`src/rtl/strobe_clk_pkg.sv`:
```
package strobe_clk_pkg;

    localparam int ADDR_W = 3;

    localparam logic [ADDR_W-1:0] A_PRESC  = 3'd0;
    localparam logic [ADDR_W-1:0] A_TERM   = 3'd1;
    localparam logic [ADDR_W-1:0] A_CTRL   = 3'd2;
    localparam logic [ADDR_W-1:0] A_STATUS = 3'd3;
    localparam logic [ADDR_W-1:0] A_COUNT  = 3'd4;

    localparam int B_RUN  = 0;
    localparam int B_MODE = 1;
    localparam int B_INV  = 2;
    localparam int B_CLR  = 3;
    localparam int B_IEN  = 4;
    localparam int B_FLAG = 0;

    typedef enum logic [0:0] {
        ST_STOPPED = 1'b0,
        ST_RUNNING = 1'b1
    } run_state_t;

endpackage

```
`src/rtl/strobe_clk_regs.sv`:
```
module strobe_clk_regs
    import strobe_clk_pkg::*;
#(
    parameter int PRESC_W = 8,
    parameter int CNT_W   = 16,
    parameter int DATA_W  = 16
) (
    input  logic               clk,
    input  logic               rst,
    input  logic               bus_wr,
    input  logic [ADDR_W-1:0]  bus_addr,
    input  logic [DATA_W-1:0]  bus_wdata,
    output logic [DATA_W-1:0]  bus_rdata,
    input  logic               match,
    input  logic [CNT_W-1:0]   count,
    output logic [PRESC_W-1:0] presc_lim,
    output logic [CNT_W-1:0]   term_next,
    output logic               running,
    output logic               clr,
    output logic               mode_tog,
    output logic               inv,
    output logic               irq
);

    run_state_t state_q, state_d;

    logic ctrl_wr;
    logic status_wr;
    logic ien_q;
    logic mode_q;
    logic inv_q;
    logic flag_q;
    logic [PRESC_W-1:0] presc_q;
    logic [CNT_W-1:0]   term_q;

    assign ctrl_wr   = bus_wr && (bus_addr == A_CTRL);
    assign status_wr = bus_wr && (bus_addr == A_STATUS);

    // state register
    always_ff @(posedge clk) begin
        if (rst) begin
            state_q <= ST_STOPPED;
        end else begin
            state_q <= state_d;
        end
    end

    // next state: START and HALT
    always_comb begin
        state_d = state_q;
        unique case (state_q)
            ST_STOPPED: begin
                if (ctrl_wr && bus_wdata[B_RUN]) begin
                    state_d = ST_RUNNING;
                end
            end
            ST_RUNNING: begin
                if (ctrl_wr && !bus_wdata[B_RUN]) begin
                    state_d = ST_STOPPED;
                end
            end
            default: state_d = ST_STOPPED;
        endcase
    end

    // state outputs
    always_comb begin
        running = 1'b0;
        clr     = 1'b0;
        unique case (state_q)
            ST_STOPPED: running = 1'b0;
            ST_RUNNING: running = 1'b1;
            default:    running = 1'b0;
        endcase
        clr = ctrl_wr && bus_wdata[B_CLR];
    end

    // programmed values and control bits
    always_ff @(posedge clk) begin
        if (rst) begin
            presc_q <= '0;
            term_q  <= '0;
            ien_q   <= 1'b0;
            mode_q  <= 1'b0;
            inv_q   <= 1'b0;
        end else if (bus_wr) begin
            unique case (bus_addr)
                A_PRESC: presc_q <= bus_wdata[PRESC_W-1:0];
                A_TERM:  term_q  <= bus_wdata[CNT_W-1:0];
                A_CTRL: begin
                    ien_q  <= bus_wdata[B_IEN];
                    mode_q <= bus_wdata[B_MODE];
                    inv_q  <= bus_wdata[B_INV];
                end
                default: ;
            endcase
        end
    end

    // sticky match flag, set wins over write-one-to-clear
    always_ff @(posedge clk) begin
        if (rst) begin
            flag_q <= 1'b0;
        end else if (match) begin
            flag_q <= 1'b1;
        end else if (status_wr && bus_wdata[B_FLAG]) begin
            flag_q <= 1'b0;
        end
    end

    always_comb begin
        bus_rdata = '0;
        unique case (bus_addr)
            A_PRESC:  bus_rdata = DATA_W'(presc_q);
            A_TERM:   bus_rdata = DATA_W'(term_q);
            A_CTRL: begin
                bus_rdata[B_RUN]  = running;
                bus_rdata[B_MODE] = mode_q;
                bus_rdata[B_INV]  = inv_q;
                bus_rdata[B_IEN]  = ien_q;
            end
            A_STATUS: bus_rdata[B_FLAG] = flag_q;
            A_COUNT:  bus_rdata = DATA_W'(count);
            default:  bus_rdata = '0;
        endcase
    end

    assign presc_lim = presc_q;
    assign term_next = term_q;
    assign mode_tog  = mode_q;
    assign inv       = inv_q;
    assign irq       = flag_q && ien_q;

    AST_FLAG_SET: assert property (@(posedge clk) disable iff (rst)
        match |=> flag_q);

    AST_HALT_STOPS: assert property (@(posedge clk) disable iff (rst)
        (ctrl_wr && !bus_wdata[B_RUN]) |=> !running);

endmodule

```
`src/rtl/strobe_clk_prescaler.sv`:
```
module strobe_clk_prescaler #(
    parameter int PRESC_W = 8
) (
    input  logic               clk,
    input  logic               rst,
    input  logic               run,
    input  logic               clr,
    input  logic [PRESC_W-1:0] limit,
    output logic               tick
);

    logic [PRESC_W-1:0] pcnt_q;

    // >= keeps the divider sane when the limit is lowered mid-run
    assign tick = run && (pcnt_q >= limit);

    always_ff @(posedge clk) begin
        if (rst) begin
            pcnt_q <= '0;
        end else if (clr) begin
            pcnt_q <= '0;
        end else if (tick) begin
            pcnt_q <= '0;
        end else if (run) begin
            pcnt_q <= pcnt_q + 1'b1;
        end
    end

    AST_PRESC_HOLD: assert property (@(posedge clk) disable iff (rst)
        (!run && !clr) |=> $stable(pcnt_q));

    AST_PRESC_CLR: assert property (@(posedge clk) disable iff (rst)
        clr |=> (pcnt_q == '0));

endmodule

```
`src/rtl/strobe_clk_counter.sv`:
```
module strobe_clk_counter #(
    parameter int CNT_W = 16
) (
    input  logic             clk,
    input  logic             rst,
    input  logic             tick,
    input  logic             clr,
    input  logic [CNT_W-1:0] term_next,
    output logic [CNT_W-1:0] count,
    output logic             match
);

    logic [CNT_W-1:0] cnt_q;
    logic [CNT_W-1:0] term_act_q;

    assign match = tick && !clr && (cnt_q == term_act_q);
    assign count = cnt_q;

    always_ff @(posedge clk) begin
        if (rst) begin
            cnt_q      <= '0;
            term_act_q <= '0;
        end else if (clr || match) begin
            cnt_q      <= '0;
            term_act_q <= term_next;
        end else if (tick) begin
            cnt_q <= cnt_q + 1'b1;
        end
    end

    AST_CNT_BOUND: assert property (@(posedge clk) disable iff (rst)
        cnt_q <= term_act_q);

    AST_CNT_CLR: assert property (@(posedge clk) disable iff (rst)
        clr |=> (cnt_q == '0));

    AST_TERM_HOLD: assert property (@(posedge clk) disable iff (rst)
        !(clr || match) |=> $stable(term_act_q));

endmodule

```
`src/rtl/strobe_clk_shaper.sv`:
```
module strobe_clk_shaper (
    input  logic clk,
    input  logic rst,
    input  logic run,
    input  logic tick,
    input  logic match,
    input  logic clr,
    input  logic mode_tog,
    input  logic inv,
    output logic strobe
);

    logic tog_q;
    logic pulse_q;
    logic raw;

    always_ff @(posedge clk) begin
        if (rst) begin
            tog_q   <= 1'b0;
            pulse_q <= 1'b0;
        end else if (clr) begin
            tog_q   <= 1'b0;
            pulse_q <= 1'b0;
        end else begin
            if (match) begin
                tog_q   <= !tog_q;
                pulse_q <= 1'b1;
            end else if (tick) begin
                pulse_q <= 1'b0;
            end
        end
    end

    always_comb begin
        raw = mode_tog ? tog_q : pulse_q;
        if (!run) begin
            raw = 1'b0;
        end
        strobe = raw ^ inv;
    end

    AST_TOG_FLIP: assert property (@(posedge clk) disable iff (rst)
        match |=> (tog_q != $past(tog_q)));

    AST_PULSE_SET: assert property (@(posedge clk) disable iff (rst)
        match |=> pulse_q);

endmodule

```
`src/rtl/strobe_clock_gen.sv`:
```
module strobe_clock_gen
    import strobe_clk_pkg::*;
#(
    parameter int PRESC_W = 8,
    parameter int CNT_W   = 16
) (
    input  logic                   clk,
    input  logic                   rst,
    input  logic                   bus_wr,
    input  logic [ADDR_W-1:0]      bus_addr,
    input  logic [CNT_W-1:0]       bus_wdata,
    output logic [CNT_W-1:0]       bus_rdata,
    output logic                   strobe_out,
    output logic                   irq
);

    localparam int DATA_W = CNT_W;

    logic [PRESC_W-1:0] presc_lim;
    logic [CNT_W-1:0]   term_next;
    logic [CNT_W-1:0]   count;
    logic running;
    logic clr;
    logic mode_tog;
    logic inv;
    logic tick;
    logic match;

    strobe_clk_regs #(
        .PRESC_W (PRESC_W),
        .CNT_W   (CNT_W),
        .DATA_W  (DATA_W)
    ) u_regs (
        .clk       (clk),
        .rst       (rst),
        .bus_wr    (bus_wr),
        .bus_addr  (bus_addr),
        .bus_wdata (bus_wdata),
        .bus_rdata (bus_rdata),
        .match     (match),
        .count     (count),
        .presc_lim (presc_lim),
        .term_next (term_next),
        .running   (running),
        .clr       (clr),
        .mode_tog  (mode_tog),
        .inv       (inv),
        .irq       (irq)
    );

    strobe_clk_prescaler #(
        .PRESC_W (PRESC_W)
    ) u_presc (
        .clk   (clk),
        .rst   (rst),
        .run   (running),
        .clr   (clr),
        .limit (presc_lim),
        .tick  (tick)
    );

    strobe_clk_counter #(
        .CNT_W (CNT_W)
    ) u_cnt (
        .clk       (clk),
        .rst       (rst),
        .tick      (tick),
        .clr       (clr),
        .term_next (term_next),
        .count     (count),
        .match     (match)
    );

    strobe_clk_shaper u_shape (
        .clk      (clk),
        .rst      (rst),
        .run      (running),
        .tick     (tick),
        .match    (match),
        .clr      (clr),
        .mode_tog (mode_tog),
        .inv      (inv),
        .strobe   (strobe_out)
    );

    AST_NO_MATCH_STOPPED: assert property (@(posedge clk) disable iff (rst)
        !running |-> !match);

endmodule

```
`config.mk`:
```
export PLATFORM = sky130hd
export DESIGN_NAME = strobe_clock_gen
export DESIGN_NICKNAME = d
export VERILOG_FILES = /design/src/rtl/strobe_clk_pkg.sv /design/src/rtl/strobe_clk_regs.sv /design/src/rtl/strobe_clk_prescaler.sv /design/src/rtl/strobe_clk_counter.sv /design/src/rtl/strobe_clk_shaper.sv /design/src/rtl/strobe_clock_gen.sv
export SDC_FILE = /design/constraint.sdc
export NUM_CORES = 1
export LEC_CHECK = 0
export BUFFER_PORTS_ARGS = -buffer_cell sky130_fd_sc_hd__buf_4
export CAP_MARGIN = 20
export CORE_MARGIN = 2
export CORE_UTILIZATION = 56
export CTS_CLUSTER_SIZE = 12
export DETAILED_ROUTE_END_ITERATION = 10
export PLACE_DENSITY = 0.83
export SYNTH_ARGS = -nofsm -noshare
export SYNTH_HDL_FRONTEND = slang
export SYNTH_SLANG_ARGS = --single-unit
export TNS_END_PERCENT = 1
```
`constraint.sdc`:
```
create_clock -name clk -period 3 [get_ports clk]
set_input_delay 0.15 -clock clk [delete_from_list [all_inputs] [get_ports clk]]
set_output_delay 0.15 -clock clk [all_outputs]
set_load 0.01 [all_outputs]
```
==> reports/metrics.yaml, run 1 <==
power_and_ir_drop:
  power_switching_uw: 484
  clkPwrFrac_pct: 44.6
  p_leak_uw: 0.00169
  ir_drop_mv: 0.426
  pwr-share-comb_pct: 6.4
  p_sw_share_pct: 24.6
  pwr-share-seq_pct: 48.9
  power.internal_uw: 1480
  p_per_area_nw_per_um2: 461
floorplan:
  design.core.area_um2: 6390
  die_w_um: 85.6
  fp.dieH_um: 85.6
  fp-row-count: 29
  die_area_um2: 7330
  pin_count: 40
  start_util_pct: 58.4
clock_network:
  cts_sinks: 71
  htree_levels: 3
  cts_root_buf: "clkbuf_8"
  cts_tree: "built"
  cts_setup_buffers: 0
  cts_resized: 0
  clk_path_buf_depth: 2
  postCtsHoldBufs: 0
  numCtsBuffers: 9
  clk_pin_slew_ns: 0.08
  clk_latency_ns: 0.35
cells_and_area:
  fin_area_um2: 4260
  drive_gt1_share_pct: 14.4
  final-instance-count-excl-fill: 562
  final_common_cell: "dfxtp_1"
  areaGrowthSynthToFinish_pct: 14.2
  mostFrequentLayoutCells: "71 x dfxtp_1, 65 x nand2_1, 48 x a21oi_1, 45 x buf_4, 38 x nor2_1"
  antenna_cells: 0
  nets: 512
synthesis:
  avgSynthCellArea_um2: 8.20
  synth_area_um2: 3730
  synthArstFlopShare_pct: 0
  synth_warnings: 0
  synth_edf_count: 0
  yosysUniqueCellTypes: 43
  synth_top_area_share_pct: 38.1
  synthTopCellsByArea: "dfxtp_1 38%, mux2i_1 8.0%, nand2_1 6.5%, a21oi_1 6.4%, nand2b_1 5.9%"
  yosysTopAreaCell: "dfxtp_1"
  synthCells: 455
  seq_area_frac_synth_pct: 38.1
  synth_fp_nets: 487
  yosys_register_bits: 71
  synth_ff_type: "dfxtp_1"
routing:
  dr_total_vias: 3325
  wire_per_inst_um: 16.1
  firstDrtPassIters: 4
  drt_iter0_drc: 322
  drt.antenna.violating_nets: 0
  drt-total-wl_mm: 9.07
  drcViolationCount: 0
  viasPerCell: 5.92
grt:
  grt_first_pass_wirelength_mm: 14.9
  grt_pass1_vias: 3055
  antenna_found_initial: 0
  overflow: 0
  grt_max_degree: 64
  track_usage_pct: 25.7
timing:
  fin_skew_ns: 0.00650
  period_minus_slack_ns: 2.40
  clock.fmax_mhz: 416
  finalHoldViolCount: 0
  min_period_over_period_pct: 80.1
  rsz0062_at_grt: "false"
  fin_tns_setup_ns: 0
  final_max_slew_viol_count: 0
  slew_headroom_pct: 37.4
  setup_viol: 0
  tightestPinTransition_ns: 0.935
placed_design:
  dp_cells: 545
  dpl_cell_area_um2: 4030
  dp_hpwl_mm: 6.33
  numPortBuffers: 39
  gp_routability_congestion: 0.884
outcome:
  outcome: "completed"
setup_path:
  cp.required_ns: 3.27
  cp_cell_sequence: "inv_1 -> ha_1 -> nand2b_1 -> a2111o_1 -> a31oi_4 -> o21ba_1 -> buf_4 -> mux2i_1"
  reg2reg_depth: 8
  critical_path_class: "reg2reg"
  slowest_delay_ns: 0.46
  crit_path_end_kind: "flop"
  critPathSlowestCell: "a2111o_1"
  reg2reg_from: "u_presc.pcnt_q[0]"
  r2r_slack_ns: 0.60
  worstPathArrival_ns: 2.68
  critical_path.max_fanout: 16
  critPathLaunchType: "flop"
  worstReg2RegEnd: "u_cnt.term_act_q[3]"
hold_path:
  hold_path.class: "in2reg"
  hold_end: "u_regs.term_next[10]"
  hp-start: "bus_wdata[10]"
  hold_path_depth: 3
job:
  cap_violations: 0
## how the worst max path moves through the flow
stage / startpoint / end / depth (start not counted)
finish: u_presc.pcnt_q[0] / u_cnt.term_act_q[3] / 8
global route: u_presc.pcnt_q[0] / u_cnt.term_act_q[10] / 8
CTS: u_regs.presc_lim[7] / u_cnt.count[0] / 7
detailed placement: u_regs.presc_lim[7] / u_cnt.count[0] / 7
global placement: u_regs.presc_lim[7] / u_cnt.count[0] / 7
floorplan: u_presc.pcnt_q[0] / u_cnt.term_act_q[0] / 9
## sequential cells by signal, summed over array words and instances (netlist names), named ones only
name and flops:
u_regs.ien_q 1, u_regs.presc_lim 8, u_regs.flag_q 1, u_cnt.count 16, u_regs.term_next 16, u_shape.pulse_q 1, u_regs.mode_tog 1, u_shape.tog_q 1
u_regs.inv 1, u_presc.pcnt_q 8, u_cnt.term_act_q 16
## power by group through the flow
stage | combinational (uW) | clock [uW] | sequential (uW)
final | 127 | 878 | 962
after detailed placement | 124 | 0 | 984
after floorplan | 82.6 | 0 | 979
after global placement | 122 | 0 | 983
after global routing | 138 | 932 | 963
after CTS | 124 | 879 | 962
## through the flow
stage          hold slack, ns  power [uW]  util [%]  worst slack (ns)
2_1_floorplan           0.286        1060         -             0.760
6_report               0.0347        1970      66.8             0.598
3_3_place_gp            0.396        1110      63.1             0.692
4_1_cts                0.0341        1960      66.6             0.542
5_1_grt                0.0357        2030      66.8             0.516
3_5_place_dp            0.408        1110      63.1             0.554
## final cells by class
cell class	count	area [um2]
clock buffers	9	124
flip-flops and latches	71	1420
multi-input cells	340	2130
clock inverters	7	103
inverters	13	48.8
repair buffers	45	338
fillers	513	2120
well taps	77	96.3
## worst max-delay path, delay by kind of cell, from the launching register on
family	cells	cell delay [ns]
DFF	1	0.43
AOI/OAI and AO/OA	3	0.89
adders and majority gates	1	0.26
buffers and inverters	2	0.35
and+or+nand+nor	1	0.14
muxes	1	0.25
## Yosys cell counts, types with 3 or more instances
cell type  instances
a21oi_1           48
a22oi_1            8
buf_2              6
buf_4              3
clkbuf_1          21
dfxtp_1           71
ha_1              10
inv_1             11
mux2i_1           30
nand2_1           65
nand2b_1          35
nand3_1           10
nand4_1            8
nor2_1            38
nor3b_1            3
nor4_1             4
o21ai_0            4
o21ai_1            5
o31ai_1           10
or3_1              7
or4_1             11
xnor2_1            3
xor2_1            22
## metal layers
layer | vias to the layer above | track usage (%) | wire [um]
li1 | 1624 | - | -
met1 | 1558 | 35.6 | 4000
met2 | 128 | 39.1 | 4200
met3 | 15 | 6.06 | 710
met4 | 0 | 9.38 | 163
met5 | - | 0 | 0
## cell families after synthesis
logic type      Yosys count  share of synthesized area [%]
simple gates            192                           25.9
flops                    71                           38.1
mux                      31                           8.65
xor+xnor                 25                           5.87
fa+ha+maj                10                           3.35
compound gates           82                           13.2
buf+inv                  44                           4.93
No activity file was read; power rests on OpenSTA's default activity.
==> run 2, diff against run 1 <==
- ABC_AREA: not set -> 1
- PLACE_DENSITY: 0.83 -> 0.82
- clock period: 3 -> 2.5 ns (I/O delays scaled with it)
==> run 2 against run 1 <==
- sequential share of layout area shrank 0.60 points
- critical endpoint is now u_shape.tog_q
- critical path depth increased by 3
- synthesized area increased by 3.5%
- first-iteration DRC count shrank 20%
- power grew 19%
- maximum frequency is 25% higher
- global-route usage grew 1.2 points
- die area increased by 3.4%
==> reports/metrics.yaml, run 2 <==
synthesis:
  synthArstFlopShare_pct: 0  # unchanged
  synth_fp_nets: 574  # +18%
  synth_top_area_share_pct: 36.8  # -1.3 points
  synth_warnings: 0  # unchanged
  synth_most_common_cell: "nand2_1"
  synthCells: 542  # +19%
  synth_ff_type: "dfxtp_1"
  avgSynthCellArea_um2: 7.13  # -13%
  synth_common_cells: "116 x nand2_1, 71 x dfxtp_1, 71 x inv_1"
  synth_area_um2: 3860  # +3.5%
  synthSimpleGateAreaFrac_pct: 26.4  # +0.48 points
  yosys_register_bits: 71  # unchanged
  synth_edf_count: 0  # unchanged
  yosysTopAreaCell: "dfxtp_1"
  synth_compound_area_share_pct: 17.5  # +4.2 points
  yosysUniqueCellTypes: 37  # -14%
  synthTopCellsByArea: "dfxtp_1 37%, nand2_1 11%, a21oi_1 8.5%, inv_1 6.9%, o21ai_0 4.8%"
  synthAdderAreaFrac_pct: 3.24  # -0.11 points
  synth_top_family_by_area: "simple AND/OR/NAND/NOR gates"
  seq_area_frac_synth_pct: 36.8  # -1.3 points
  muxShareOfSynthArea_pct: 0  # -8.6 points
  synth_xor_area_share_pct: 4.31  # -1.6 points
routing:
  drcViolationCount: 0  # unchanged
  viasPerCell: 5.43  # -8.1%
  dr_total_vias: 3603  # +8.4%
  firstDrtPassIters: 5  # +1
  drt_iter0_drc: 256  # -20%
  drt.antenna.violating_nets: 0  # unchanged
  drt-total-wl_mm: 9.33  # +2.8%
  wire_per_inst_um: 14.1  # -13%
outcome:
  outcome: "completed"
clock_network:
  clk_pin_slew_ns: 0.08  # about the same
  htree_levels: 3  # unchanged
  cts_setup_buffers: 0  # unchanged
  clk_path_buf_depth: 2  # unchanged
  cts_sinks: 71  # unchanged
  numCtsBuffers: 9  # unchanged
  cts_root_buf: "clkbuf_8"
  clk_latency_ns: 0.35  # about the same
  cts_tree: "built"
cells_and_area:
  areaGrowthSynthToFinish_pct: 12.3
  mostFrequentLayoutCells: "116 x nand2_1, 71 x inv_1, 71 x dfxtp_1, 66 x a21oi_1, 48 x nor2_1"
  fin_area_um2: 4340  # +1.8%
  fillCellCount: 598  # +17%
  antenna_cells: 0  # unchanged
  drive_gt1_share_pct: 15.1  # +0.66 points
  nets: 610  # +19%
  final_common_cell: "nand2_1"
  post-route-util_pct: 64.6  # -2.2 points
power_and_ir_drop:
  p_per_area_nw_per_um2: 538  # +17%
  finalPower_uw: 2340  # +19%
  ir_drop_mv: 0.361  # -15%
  p_leak_uw: 0.00190  # +12%
  pwr-share-comb_pct: 11.8  # +5.4 points
  pwr-share-seq_pct: 50.6  # +1.7 points
  power.internal_uw: 1710  # +15%
  power_switching_uw: 628  # +30%
  clkPwrFrac_pct: 37.6  # -7.0 points
  p_sw_share_pct: 26.9  # +2.3 points
floorplan:
  design.core.area_um2: 6720  # +5.2%
  pin_count: 40  # unchanged
  fp.dieH_um: 87.1  # +1.7%
  die_area_um2: 7580  # +3.4%
  fp-row-count: 30  # +3.4%
  die_w_um: 87.1  # +1.7%
  start_util_pct: 57.5  # -0.94 points
timing:
  period_minus_slack_ns: 1.92  # -0.485 ns
  fin_skew_ns: 0.00779  # +0.00129 ns
  slew_headroom_pct: 37.5  # +0.15 points
  min_period_over_period_pct: 76.6  # -3.4 points
  tightestPinTransition_ns: 0.935  # -0.000407 ns
  hold_ws_ns: 0.0389  # +0.00421 ns
  setup_viol: 0  # unchanged
  fin_tns_setup_ns: 0  # unchanged
  final_max_slew_viol_count: 0  # unchanged
  finalHoldViolCount: 0  # unchanged
  clock.fmax_mhz: 522  # +25%
  rsz0062_at_grt: "false"
grt:
  grt_first_pass_wirelength_mm: 15.9  # +6.7%
  track_usage_pct: 26.9  # +1.2 points
  grt_max_degree: 43  # -33%
  overflow: 0  # unchanged
  antenna_found_initial: 0  # unchanged
  grt_pass1_vias: 3544  # +16%
setup_path:
  worstReg2RegEnd: "u_shape.tog_q"
  worstPathArrival_ns: 2.15  # -0.53 ns
  cp.required_ns: 2.73  # -0.54 ns
  reg2reg_depth: 11  # +3
  crit_path_end: "u_shape.tog_q"
  critical_path.max_fanout: 36  # +20
  crit_path_end_kind: "flop"
  reg2reg_from: "u_regs.presc_lim[3]"
  critPathLaunchType: "flop"
  r2r_slack_ns: 0.58  # about the same
  critPathLaunch: "u_regs.presc_lim[3]"
  critical_path_class: "reg2reg"
job:
  cap_violations: 0  # unchanged
hold_path:
  hold_path_depth: 3  # unchanged
  hold_path.class: "in2reg"
placed_design:
  dp_hpwl_mm: 6.75  # +6.7%
  gp_routability_congestion: 0.885  # +0.10%
  dpl_cell_area_um2: 4140  # +2.7%
  numPortBuffers: 39  # unchanged
==> run 2: changes by cell type after synthesis, sizes merged, moves of 10 or more <==
cell / change
nor2: +13
mux2i: -30
nand2b: -35
inv: +64
or4: -12
o31ai: -10
xor2: -14
o21ai: +30
nand3: +25
a21oi: +19
clkbuf: -16
nand2: +54
==> run 2: layout make-up <==
cell class | instances | area (um2) | area share (%)
Inverter | 76 | 285 | 6.57
Timing Repair Buffer | 47 | 355 | 8.19
Clock inverter | 4 | 28.8 | 0.663
Tap cell | 80 | 100 | 2.31
Clock buffer | 12 | 165 | 3.81
Multi-Input combinational cell | 373 | 1980 | 45.7
Sequential cell | 71 | 1420 | 32.7
==> run 2: worst min-delay path by stage <==
stage                 startpoint             endpoint  slack [ns]
floorplan                    rst        u_regs.flag_q        0.19
global placement             rst  u_regs.presc_lim[0]        0.32
detailed placement           rst  u_regs.term_next[2]        0.32
CTS                 bus_wdata[4]         u_regs.ien_q        0.04
global route        bus_wdata[4]         u_regs.ien_q        0.04
finish              bus_wdata[4]         u_regs.ien_q        0.04
==> run 2: cells by family after synthesis <==
family,after synthesis
xor gates and xnor gates,19
and+or+nand+nor,220
DFF,71
AOI/OAI and AO/OA,124
adders and majority gates,10
buffers and inverters,98
==> run 2: through the flow <==
stage	worst slack, ns	std cells
2_1_floorplan	0.830	542
5_1_grt	0.377	663
6_report	0.584	663
4_1_cts	0.594	663
3_3_place_gp	0.675	646
3_5_place_dp	0.615	646
==> run 2: per-layer routing <==
metal	routed length, um	vias up	track usage [%]
met5	0	-	0
met4	155	0	9.38
met2	4560	115	45.9
met1	4130	1639	32.8
li1	-	1837	-
met3	486	12	6.82
==> run 2: power groups by stage <==
stage	logic, uW	registers [uW]	clock network (uW)
floorplan	197	1200	0
global placement	261	1210	0
detailed placement	270	1210	0
CTS	273	1180	895
global route	307	1190	957
finish	275	1180	878
==> run 2: critical path: stages (launching register included) <==
cell,delay [ns]
dfxtp_1,0.33
inv_1,0.07
ha_1,0.29
nand2_1,0.07
nor2_1,0.10
nor2_1,0.04
nand2_1,0.05
nand2_1,0.09
a21oi_4,0.22
nand2_8,0.21
nand2_4,0.23
o21ai_0,0.10
==> run 2: what timing repair did <==
item,4_1_cts,5_1_grt
hold buffers,1,0
resized for setup,0,0
hold endpoints to repair,3,0
